==> src/rtl/osrx_pkg.sv <==
package osrx_pkg;

   typedef enum logic [2:0] {
      PAR_NONE = 3'd0,
      PAR_EVEN = 3'd1,
      PAR_ODD  = 3'd2,
      PAR_ZERO = 3'd3,
      PAR_ONE  = 3'd4
   } par_mode_e;

   typedef enum logic [1:0] {
      ST_HUNT,
      ST_DATA,
      ST_PAR,
      ST_STOP
   } rx_state_e;

   // True when the mode code places a parity bit in the frame.
   function automatic logic parity_present(input logic [2:0] mode);
      return (mode >= 3'(PAR_EVEN)) && (mode <= 3'(PAR_ONE));
   endfunction

   // Expected parity bit given the XOR of the received data bits.
   function automatic logic parity_expect(input logic [2:0] mode, input logic data_xor);
      case (mode)
         3'(PAR_EVEN): return data_xor;
         3'(PAR_ODD):  return ~data_xor;
         3'(PAR_ONE):  return 1'b1;
         default:      return 1'b0;
      endcase
   endfunction

endpackage

==> src/rtl/osrx_sync.sv <==
module osrx_sync #(
   parameter int   STAGES   = 2,
   parameter logic IDLE_LVL = 1'b1
) (
   input  logic clk,
   input  logic rst_n,
   input  logic d,
   output logic q
);

   generate
      if (STAGES == 1) begin : g_single
         logic stage_r;
         always_ff @(posedge clk or negedge rst_n) begin
            if (!rst_n) stage_r <= IDLE_LVL;
            else        stage_r <= d;
         end
         assign q = stage_r;
      end else begin : g_chain
         logic [STAGES-1:0] chain_r;
         always_ff @(posedge clk or negedge rst_n) begin
            if (!rst_n) chain_r <= {STAGES{IDLE_LVL}};
            else        chain_r <= {chain_r[STAGES-2:0], d};
         end
         assign q = chain_r[STAGES-1];
      end
   endgenerate

endmodule

==> src/rtl/osrx_bit_timer.sv <==
module osrx_bit_timer #(
   parameter int OVS_HI = 16,
   parameter int OVS_LO = 8
) (
   input  logic clk,
   input  logic rst_n,
   input  logic tick,
   input  logic over8,
   input  logic hunt,
   input  logic line,
   output logic start_found,
   output logic mid_strobe
);

   localparam int CNT_W = $clog2(OVS_HI);

   logic [CNT_W-1:0] cnt_r;
   logic [CNT_W-1:0] full_last;
   logic [CNT_W-1:0] half_last;

   assign full_last = over8 ? CNT_W'(OVS_LO - 1)     : CNT_W'(OVS_HI - 1);
   assign half_last = over8 ? CNT_W'(OVS_LO / 2 - 1) : CNT_W'(OVS_HI / 2 - 1);

   // While hunting the counter measures the run of low samples;
   // afterwards it paces one sample per bit period.
   assign start_found = tick && hunt && !line && (cnt_r == half_last);
   assign mid_strobe  = tick && !hunt && (cnt_r == full_last);

   always_ff @(posedge clk or negedge rst_n) begin
      if (!rst_n) begin
         cnt_r <= '0;
      end else if (tick) begin
         if (hunt) begin
            if (line || start_found) cnt_r <= '0;
            else                     cnt_r <= cnt_r + 1'b1;
         end else begin
            if (mid_strobe) cnt_r <= '0;
            else            cnt_r <= cnt_r + 1'b1;
         end
      end
   end

endmodule

==> src/rtl/osrx_frame_ctrl.sv <==
module osrx_frame_ctrl
   import osrx_pkg::*;
#(
   parameter int DATA_W   = 9,
   parameter int MIN_CHAR = 5,
   parameter int LEN_W    = 3,
   localparam int BC_W    = $clog2(DATA_W + 1)
) (
   input  logic             clk,
   input  logic             rst_n,
   input  logic             start_found,
   input  logic             mid_strobe,
   input  logic [LEN_W-1:0] char_len,
   input  logic             par_on,
   output logic             hunt,
   output logic             take_data,
   output logic             take_par,
   output logic             take_stop,
   output logic [BC_W-1:0]  n_bits
);

   rx_state_e       st_r;
   logic [BC_W-1:0] bcnt_r;
   logic [BC_W-1:0] last_idx;

   always_comb begin
      if (char_len > LEN_W'(DATA_W - MIN_CHAR)) n_bits = BC_W'(DATA_W);
      else                                      n_bits = BC_W'(MIN_CHAR) + BC_W'(char_len);
   end

   assign last_idx  = n_bits - 1'b1;
   assign hunt      = (st_r == ST_HUNT);
   assign take_data = mid_strobe && (st_r == ST_DATA);
   assign take_par  = mid_strobe && (st_r == ST_PAR);
   assign take_stop = mid_strobe && (st_r == ST_STOP);

   always_ff @(posedge clk or negedge rst_n) begin
      if (!rst_n) begin
         st_r   <= ST_HUNT;
         bcnt_r <= '0;
      end else begin
         case (st_r)
            ST_HUNT: begin
               if (start_found) begin
                  st_r   <= ST_DATA;
                  bcnt_r <= '0;
               end
            end
            ST_DATA: begin
               if (mid_strobe) begin
                  if (bcnt_r == last_idx) st_r <= par_on ? ST_PAR : ST_STOP;
                  else                    bcnt_r <= bcnt_r + 1'b1;
               end
            end
            ST_PAR: begin
               if (mid_strobe) st_r <= ST_STOP;
            end
            default: begin
               if (mid_strobe) st_r <= ST_HUNT;
            end
         endcase
      end
   end

endmodule

==> src/rtl/osrx_word_asm.sv <==
module osrx_word_asm #(
   parameter int DATA_W          = 9,
   parameter bit ALLOW_MSB_FIRST = 1'b1,
   localparam int BC_W           = $clog2(DATA_W + 1)
) (
   input  logic              clk,
   input  logic              rst_n,
   input  logic              clear,
   input  logic              take,
   input  logic              bit_in,
   input  logic              msb_first,
   input  logic [BC_W-1:0]   n_bits,
   output logic [DATA_W-1:0] word,
   output logic              data_xor
);

   logic [DATA_W-1:0] sr_r;
   logic              acc_r;
   logic [DATA_W-1:0] lsb_word;

   // LSB-first bits enter at the top and are moved down at the output.
   assign lsb_word = sr_r >> (BC_W'(DATA_W) - n_bits);
   assign data_xor = acc_r;

   generate
      if (ALLOW_MSB_FIRST) begin : g_both_orders
         always_ff @(posedge clk or negedge rst_n) begin
            if (!rst_n) begin
               sr_r  <= '0;
               acc_r <= 1'b0;
            end else if (clear) begin
               sr_r  <= '0;
               acc_r <= 1'b0;
            end else if (take) begin
               acc_r <= acc_r ^ bit_in;
               if (msb_first) sr_r <= {sr_r[DATA_W-2:0], bit_in};
               else           sr_r <= {bit_in, sr_r[DATA_W-1:1]};
            end
         end
         assign word = msb_first ? sr_r : lsb_word;
      end else begin : g_lsb_only
         always_ff @(posedge clk or negedge rst_n) begin
            if (!rst_n) begin
               sr_r  <= '0;
               acc_r <= 1'b0;
            end else if (clear) begin
               sr_r  <= '0;
               acc_r <= 1'b0;
            end else if (take) begin
               acc_r <= acc_r ^ bit_in;
               sr_r  <= {bit_in, sr_r[DATA_W-1:1]};
            end
         end
         assign word = msb_first ? lsb_word : lsb_word;
      end
   endgenerate

endmodule

==> src/rtl/osrx_receiver.sv <==
module osrx_receiver
   import osrx_pkg::*;
#(
   parameter int DATA_W          = 9,
   parameter int MIN_CHAR        = 5,
   parameter int LEN_W           = 3,
   parameter int OVS_HI          = 16,
   parameter int OVS_LO          = 8,
   parameter int SYNC_STAGES     = 2,
   parameter bit ALLOW_MSB_FIRST = 1'b1
) (
   input  logic              clk,
   input  logic              rst_n,
   input  logic              samp_en,
   input  logic              over8,
   input  logic [LEN_W-1:0]  char_len,
   input  logic              msb_first,
   input  logic [2:0]        par_mode,
   input  logic              rxd,
   output logic [DATA_W-1:0] rx_data,
   output logic              rx_valid,
   output logic              par_err,
   output logic              frm_err
);

   localparam int BC_W = $clog2(DATA_W + 1);

   initial begin
      if (DATA_W < MIN_CHAR || MIN_CHAR < 1)
         $fatal(1, "osrx_receiver: DATA_W must be at least MIN_CHAR");
      if (MIN_CHAR + (2 ** LEN_W) - 1 < DATA_W)
         $fatal(1, "osrx_receiver: LEN_W too narrow for DATA_W");
      if (OVS_LO < 2 || (OVS_LO % 2) != 0 || (OVS_HI % 2) != 0 || OVS_HI <= OVS_LO)
         $fatal(1, "osrx_receiver: oversampling factors must be even, OVS_HI > OVS_LO >= 2");
      if (SYNC_STAGES < 1)
         $fatal(1, "osrx_receiver: SYNC_STAGES must be at least 1");
   end

   logic              line;
   logic              hunt;
   logic              start_found;
   logic              mid_strobe;
   logic              take_data;
   logic              take_par;
   logic              take_stop;
   logic [BC_W-1:0]   n_bits;
   logic [DATA_W-1:0] word;
   logic              data_xor;
   logic              par_on;
   logic              par_bit_r;

   assign par_on = parity_present(par_mode);

   osrx_sync #(
      .STAGES   (SYNC_STAGES),
      .IDLE_LVL (1'b1)
   ) u_sync (
      .clk   (clk),
      .rst_n (rst_n),
      .d     (rxd),
      .q     (line)
   );

   osrx_bit_timer #(
      .OVS_HI (OVS_HI),
      .OVS_LO (OVS_LO)
   ) u_timer (
      .clk         (clk),
      .rst_n       (rst_n),
      .tick        (samp_en),
      .over8       (over8),
      .hunt        (hunt),
      .line        (line),
      .start_found (start_found),
      .mid_strobe  (mid_strobe)
   );

   osrx_frame_ctrl #(
      .DATA_W   (DATA_W),
      .MIN_CHAR (MIN_CHAR),
      .LEN_W    (LEN_W)
   ) u_ctrl (
      .clk         (clk),
      .rst_n       (rst_n),
      .start_found (start_found),
      .mid_strobe  (mid_strobe),
      .char_len    (char_len),
      .par_on      (par_on),
      .hunt        (hunt),
      .take_data   (take_data),
      .take_par    (take_par),
      .take_stop   (take_stop),
      .n_bits      (n_bits)
   );

   osrx_word_asm #(
      .DATA_W          (DATA_W),
      .ALLOW_MSB_FIRST (ALLOW_MSB_FIRST)
   ) u_asm (
      .clk       (clk),
      .rst_n     (rst_n),
      .clear     (start_found),
      .take      (take_data),
      .bit_in    (line),
      .msb_first (msb_first),
      .n_bits    (n_bits),
      .word      (word),
      .data_xor  (data_xor)
   );

   always_ff @(posedge clk or negedge rst_n) begin
      if (!rst_n) par_bit_r <= 1'b0;
      else if (take_par) par_bit_r <= line;
   end

   always_ff @(posedge clk or negedge rst_n) begin
      if (!rst_n) begin
         rx_valid <= 1'b0;
         rx_data  <= '0;
         par_err  <= 1'b0;
         frm_err  <= 1'b0;
      end else begin
         rx_valid <= take_stop;
         if (take_stop) begin
            rx_data <= word;
            par_err <= par_on && (par_bit_r != parity_expect(par_mode, data_xor));
            frm_err <= !line;
         end
      end
   end

endmodule

==> config.mk <==
export PLATFORM = sky130hd
export DESIGN_NAME = osrx_receiver
export DESIGN_NICKNAME = d
export VERILOG_FILES = /design/src/rtl/osrx_pkg.sv /design/src/rtl/osrx_sync.sv /design/src/rtl/osrx_bit_timer.sv /design/src/rtl/osrx_frame_ctrl.sv /design/src/rtl/osrx_word_asm.sv /design/src/rtl/osrx_receiver.sv
export SDC_FILE = /design/constraint.sdc
export NUM_CORES = 1
export LEC_CHECK = 0
export BUFFER_PORTS_ARGS = -buffer_cell sky130_fd_sc_hd__buf_2
export CORE_ASPECT_RATIO = 1.2
export CORE_UTILIZATION = 54
export CTS_CLUSTER_DIAMETER = 150
export DETAILED_ROUTE_END_ITERATION = 8
export GPL_ROUTABILITY_DRIVEN = 0
export HOLD_SLACK_MARGIN = 0.15
export PLACE_DENSITY = 0.82
export SYNTH_ARGS = -nofsm -noshare
export SYNTH_HDL_FRONTEND = slang
export SYNTH_SLANG_ARGS = --single-unit
==> constraint.sdc <==
create_clock -name clk -period 4.6 [get_ports clk]
set_input_delay 0.46 -clock clk [delete_from_list [all_inputs] [get_ports clk]]
set_output_delay 0.46 -clock clk [all_outputs]
set_load 0.05 [all_outputs]
# [Word level (Yosys, flattened, before mapping)]
# Index checks and enable logic that the tools add are counted.
[word_totals] input_bits=12 out_inout_bits=12 ff_bits=35 elab_cells=81
[op_classes] order_cmp=3 n_mux=25 addsub=5 shifts=1 n_eq_ne=15 n_reduce_logical=19 n_bitwise=2
[op_table] op="9-bit 2-to-1 mux" n=4
[op_table] op="4-bit 2-to-1 mux" n=8
[op_table] op="4-bit == test" n=3
[op_table] op="1-bit logical AND" n=10
[op_table] op="2-bit 2-to-1 mux" n=5
[op_table] op="9-bit by 4-bit right shift with 9-bit output" n=1
[op_table] op="4-bit by 1-bit adder with 4-bit output, second input constant" n=2
[op_table] op="4-bit case mux with 2 select lines" n=1
[op_table] op="2-bit inequality test, second input constant" n=3
[op_table] op="2-bit case mux with 3 select lines" n=1
[op_table] op="2-bit nonzero test" n=3
[op_table] op="5-bit AND reduction" n=1
[op_table] op="3-bit by 3-bit adder with 4-bit output, first input constant" n=1
[op_table] op="2-bit == test, second input constant" n=2
[op_table] op="1-bit 2-to-1 mux" n=4
[op_table] op="2-bit by 1-bit inequality test with 1-bit output, second input constant" n=2
[op_table] op="4-bit AND reduction" n=1
[op_table] op="4-bit by 1-bit subtractor with 4-bit output, second input constant" n=1
[op_table] op="4-bit subtractor, first input constant" n=1
[op_table] op="3-bit by 1-bit == test with 1-bit output, second input constant" n=1
[op_table] op="3-bit by 2-bit == test with 1-bit output, second input constant" n=1
[op_table] op="3-bit == test, second input constant" n=1
[op_table] op="3-bit by 1-bit greater-or-equal comparator with 1-bit output, second input constant" n=1
[op_table] op="3-bit greater-than comparator, second input constant" n=1
[op_table] op="other kinds (10)" n=11

# [Logic depth before layout (Yosys ltp)]
[logic_depth] ltp_word=8 depth_mapped=14 mapped_depth_nobuf=11

# [Cells and area by module]
# From an unflattened synthesis, not the netlist that was laid out.
[hier_totals] cells_unflattened=234 area_unflattened_um2=2376.0
[modules_own_cells] module="osrx_word_asm" cells_per_inst=94 n_inst=1 seq_area_each_um2=250.2 area_per_inst_um2=858.3
[modules_own_cells] module="osrx_frame_ctrl" cells_per_inst=68 n_inst=1 seq_area_each_um2=150.1 area_per_inst_um2=629.4
[modules_own_cells] module="osrx_receiver" cells_per_inst=36 n_inst=1 seq_area_each_um2=325.3 area_per_inst_um2=540.5
[modules_own_cells] module="osrx_bit_timer" cells_per_inst=34 n_inst=1 seq_area_each_um2=100.1 area_per_inst_um2=295.3
[modules_own_cells] module="osrx_sync" cells_per_inst=2 n_inst=1 seq_area_each_um2=52.6 area_per_inst_um2=52.6

# [Worst setup path after synthesis]
# Ideal clock, no wire load.
[synth_path] path_type="in2reg" start="in char_len[0]" end="reg u_ctrl.st_r[0]" n_path_buf=3 path_slack_ns=1.143 stages=12 setup_ns=0.128 arrival_ns=3.330 t_required_ns=4.472 cell_sequence="buf_6 -> clkbuf_1 -> inv_1 -> ha_1 -> clkbuf_1 -> nand2_1 -> ha_1 -> a21boi_1 -> or3_4 -> a2111oi_4 -> a21oi_2 -> mux2_1"
[synth_via] elab_chain_cells=6 word_cells_on_any_way=7 classes_between="add/sub (2); order compare (1); eq/ne (2); mux (1); reduce/logical (1)"
[synth_lines] item="from (decl)" line_no="osrx_receiver.sv:16" source="input logic [LEN_W-1:0] char_len,"
[synth_lines] item="3-bit by 3-bit adder with 4-bit output or 3-bit greater-than comparator (tied branches)" line_no="osrx_frame_ctrl.sv:28, osrx_frame_ctrl.sv:27"
[synth_lines] item="4-bit 2-to-1 mux (*)" line_no="osrx_frame_ctrl.sv:27" source="if (char_len > LEN_W'(DATA_W - MIN_CHAR)) n_bits = BC_W'(DATA_W);"
[synth_lines] item="4-bit by 1-bit subtractor with 4-bit output (*)" line_no="osrx_frame_ctrl.sv:31" source="assign last_idx = n_bits - 1'b1;"
[synth_lines] item="4-bit == test (*)" line_no="osrx_frame_ctrl.sv:51" source="if (bcnt_r == last_idx) st_r <= par_on ? ST_PAR : ST_STOP;"
[synth_lines] item="2-bit inequality test (no line) (*)"
[synth_lines] item="5-bit AND reduction (no line) (*)"
[synth_lines] item="to (signal assigned)" line_no="osrx_frame_ctrl.sv:51"
[synth_lines] item="to (decl)" line_no="osrx_frame_ctrl.sv:22" source="rx_state_e st_r;"
# Every way passes the cells marked *; elsewhere a longest branch is shown, timed or not.
# A chain may end at the register's enable or synchronous reset.

# [Worst setup path in the final report]
[layout_path] start="in char_len[0]" end="reg u_ctrl.st_r[1]"
# The elaborated chain is that of the path after synthesis.

==> impl_results.md <==
* PostCTS Resize Cnt at 0
* Final routed DRC violation total at 0
* Overall via count from detail_route at 1936
* Total power per unit cell area at 326 nW/µm²
* Max Buffers Root-to-Sink at 2
* Number of antenna violations at the first check in global routing at 0
* Portion of netlist area occupied by mux cells at 9.90%
* Number of setup buffers added after CTS at 0
* Wire per inst at 13.8 µm
* Worst Path Max Fanout at 20
* Core Rows at 25
* Fraction of final layout cells sized beyond drive strength 1 at 15.2%
* Leading cell types in the layout, fill and taps excluded: dfrtp_1, nor2_1, nand2_1, buf_2, o21ai_0
* First-pass GRT wire length at 7670 µm
* Class of the most critical hold timing path: in -> async
* Critical Path Start: char_len[0]
* Post-route setup slack at 1.13 ns
* Total power draw at 824 µW
* Most used flip-flop cell after synthesis: dfrtp_1
* Synthesized cell area at 2330 µm²
* Synthesized netlist net count at 284
* Largest cells by area after synthesis: dfrtp_1, mux2i_1, ha_1, nor2_1, nand2_1
* CTS Buf Count at 5
* Insertion delay to the later sink of the worst-skew pair at 0.29 ns
* Count of buffers from port buffering at 23
* Setup Slack @ Placement at 0.849 ns
* Post-DP HPWL at 3270 µm
* Hold Violations, Final at 0
* Number of nets in the layout at 298
* Post-synthesis to final-layout area growth at 8.55%
* WP buf/inv at 2
* Total gr overflow at 0
* Aggregate negative setup slack at 0 ns
* Critical Path AT at 3.64 ns
* Via count of the first global-routing pass at 1782
* Number of max-capacitance violations reported at 0
* Overall die height at 73.9 µm
* Type of the setup path with the least slack: in -> reg
* Cell with the biggest individual delay on the critical path: a2111oi_4
* Tcrit/Tclk final at 75.4%
* Iteration count of the initial detailed-routing pass at 4
* Synth Area in Simple Gates at 18.3%
* Mean post-synth cell area at 8.91 µm²
* Kind of start point of the critical path: input pin
* CTS tree: yes
* Compound-Gate Fraction of Synth Area at 18.6%
* Aggregate routed wire length at 4560 µm
* Top achievable clock speed at 0.288 GHz
* Startpoint of the worst-slack reg-to-reg timing path: u_ctrl.st_r[0]
* Antenna diode instance count at 0
* Final count of pins violating max slew at 0
* Number of library cell types mapped by synthesis at 51
* Final min period at 3.47 ns
* Setup repair after global routing missed its margin: false
* Required arrival time at the worst endpoint at 4.77 ns
* GR Util All Layers at 23.0%
* Outcome: finished, final reports clean
* VDD IR max at 0.309 mV
* Routed vias/inst at 5.87
* Buffer type at the clock tree root: clkbuf_8
* # H-tree levels at 2
* Leading cell type in the layout, fill and taps excluded: dfrtp_1
* Delay of the slowest critical-path stage at 0.58 ns
* Worst setup EP type: flop
* Family with the most delay on the worst path: simple AND/OR/NAND/NOR gates
* Post-synthesis instance total at 261
* Biggest area consumer among synthesized cells: dfrtp_1
* First-iteration detailed-routing DRC count at 170
* Worst-margin pin slew at 0.786 ns
* Remaining antenna violation count at 0
* Starting utilization of the core area at 57.6%
* Die Area at 4570 µm²
* Flip-flop and latch count after synthesis at 35
* Die X-Extent at 61.9 µm
* Placeable core area at 4040 µm²
* Number of top-level pins at 24
* TritonCTS Sinks at 35
* List of cells traversed by the critical path: buf_2 -> inv_1 -> ha_1 -> nand2b_1 -> nand2_1 -> ha_1 -> a21boi_1 -> or3_4 -> a2111oi_4 -> a21oi_2 -> mux2_1
* Synth async-reset ratio at 100%
* Number of setup violations in the final report at 0
* Dominant combinational cell family by area after synthesis: compound AO/OA/AOI/OAI gates
* Synth Warn # at 0
* Yosys top cell area share at 35.5%
* Sequential cell area fraction in the yosys report at 37.8%
* Hold-fix buffer count after cts at 0
* Count of flip-flops with a built-in enable after synthesis at 0
* Lkg Pwr at 0.00116 µW
* Final setup skew at 0.0100 ns
* XOR/XNOR Fraction of Synth Area at 4.14%
* Normalized max-slew margin at 47.6%
* Adder-Cell Fraction of Synth Area at 5.92%
* Cell repeated most along the worst path: ha_1
* Largest net degree at the start of global routing at 36
* Clock slew seen by the registers of the worst setup and hold paths at 0.08 ns
-- routing by layer --
| metal | up-vias | share of wire, % | global-route usage (%) |
|---|---|---|---|
| met5 | - | 0 | 0 |
| li1 | 957 | - | - |
| met3 | 11 | 5.1 | 5.28 |
| met1 | 907 | 43 | 28.0 |
| met2 | 61 | 49 | 38.4 |
| met4 | 0 | 2.2 | 9.88 |
-- sequential cells by signal (all words and copies together), names as in the netlist --
signal / cells
par_err: 1
u_sync.g_chain.chain_r: 2
rx_valid: 1
u_timer.cnt_r: 4
u_asm.data_xor: 1
u_ctrl.bcnt_r: 4
rx_data: 9
par_bit_r: 1
frm_err: 1
u_ctrl.st_r: 2
u_asm.sr_r: 9
-- final cells by class --
type / count / area (µm²)
clock buffers: 6 / 72.6
clock inverters: 2 / 12.5
fillers: 331 / 1510
inverters: 15 / 56.3
multi-input cells: 195 / 1320
flip-flops and latches: 35 / 878
well taps: 54 / 67.6
repair buffers: 23 / 115
-- metrics by stage --
step | cell area [µm²] | hold slack [ns] | std cells | utilization, %
floorplan | 2330 | 0.164 | 261 | -
global placement | 2440 | 0.347 | 322 | 60.5
detailed placement | 2440 | 0.348 | 322 | 60.5
CTS | 2520 | 0.257 | 330 | 62.6
global route | 2520 | 0.254 | 330 | 62.6
finish | 2520 | 0.254 | 330 | 62.6
-- final timing paths --
check                                       endpoint  cells past startpoint  slack (ns)
setup / recovery                      u_ctrl.st_r[1]                     11        1.13
hold / removal                         u_asm.sr_r[1]                      1        0.25
setup reg to reg                          rx_data[2]                      7        2.30
hold reg to reg            u_sync.g_chain.chain_r[1]                      0        0.36
max in group asynchronous                 rx_data[8]                      1        3.85
min in group clk           u_sync.g_chain.chain_r[0]                      1        0.27
-- synthesized netlist by cell type, types with 2 or more instances --
cell	instances
nand3_1	7
mux2_2	2
mux2_1	2
o22ai_1	4
nand2_1	28
xor2_1	5
a211oi_1	2
buf_1	3
ha_1	11
a32oi_1	2
or4_1	2
dfstp_2	2
dfrtp_1	33
mux4_2	2
nand2b_1	3
clkbuf_1	11
inv_1	15
nand4_1	2
mux2i_1	14
nor2_1	29
o21ai_0	21
nor3_1	5
a221oi_1	5
and2_1	2
xnor2_1	6
o211ai_1	2
a31oi_1	7
a21oi_2	2
a21oi_1	10
-- logic make-up after synthesis --
| logic type | Yosys count |
|---|---|
| flip-flops | 35 |
| adder cells (fa/ha/maj) | 11 |
| multiplexers | 20 |
| AO/OA/AOI/OAI | 65 |
| buffers and inverters | 31 |
| XOR/XNOR | 11 |
| AND/OR/NAND/NOR | 88 |
-- where the power goes --
group	switching [µW]	leakage (µW)	internal [µW]	total, µW
combinational	140	0.000648	94.6	234
clock	112	0.0000412	106	218
sequential	34.5	0.000472	338	372
total	286	0.00116	538	824
-- worst reg2reg max path: stages (launching register included) --
cell	delay [ns]
dfrtp_1	0.40
inv_1	0.09
ha_1	0.30
nor4_4	0.48
nand2_1	0.36
inv_1	0.38
nor2_1	0.08
a31oi_1	0.14
Note: power is estimated with default switching activity, not from simulation.
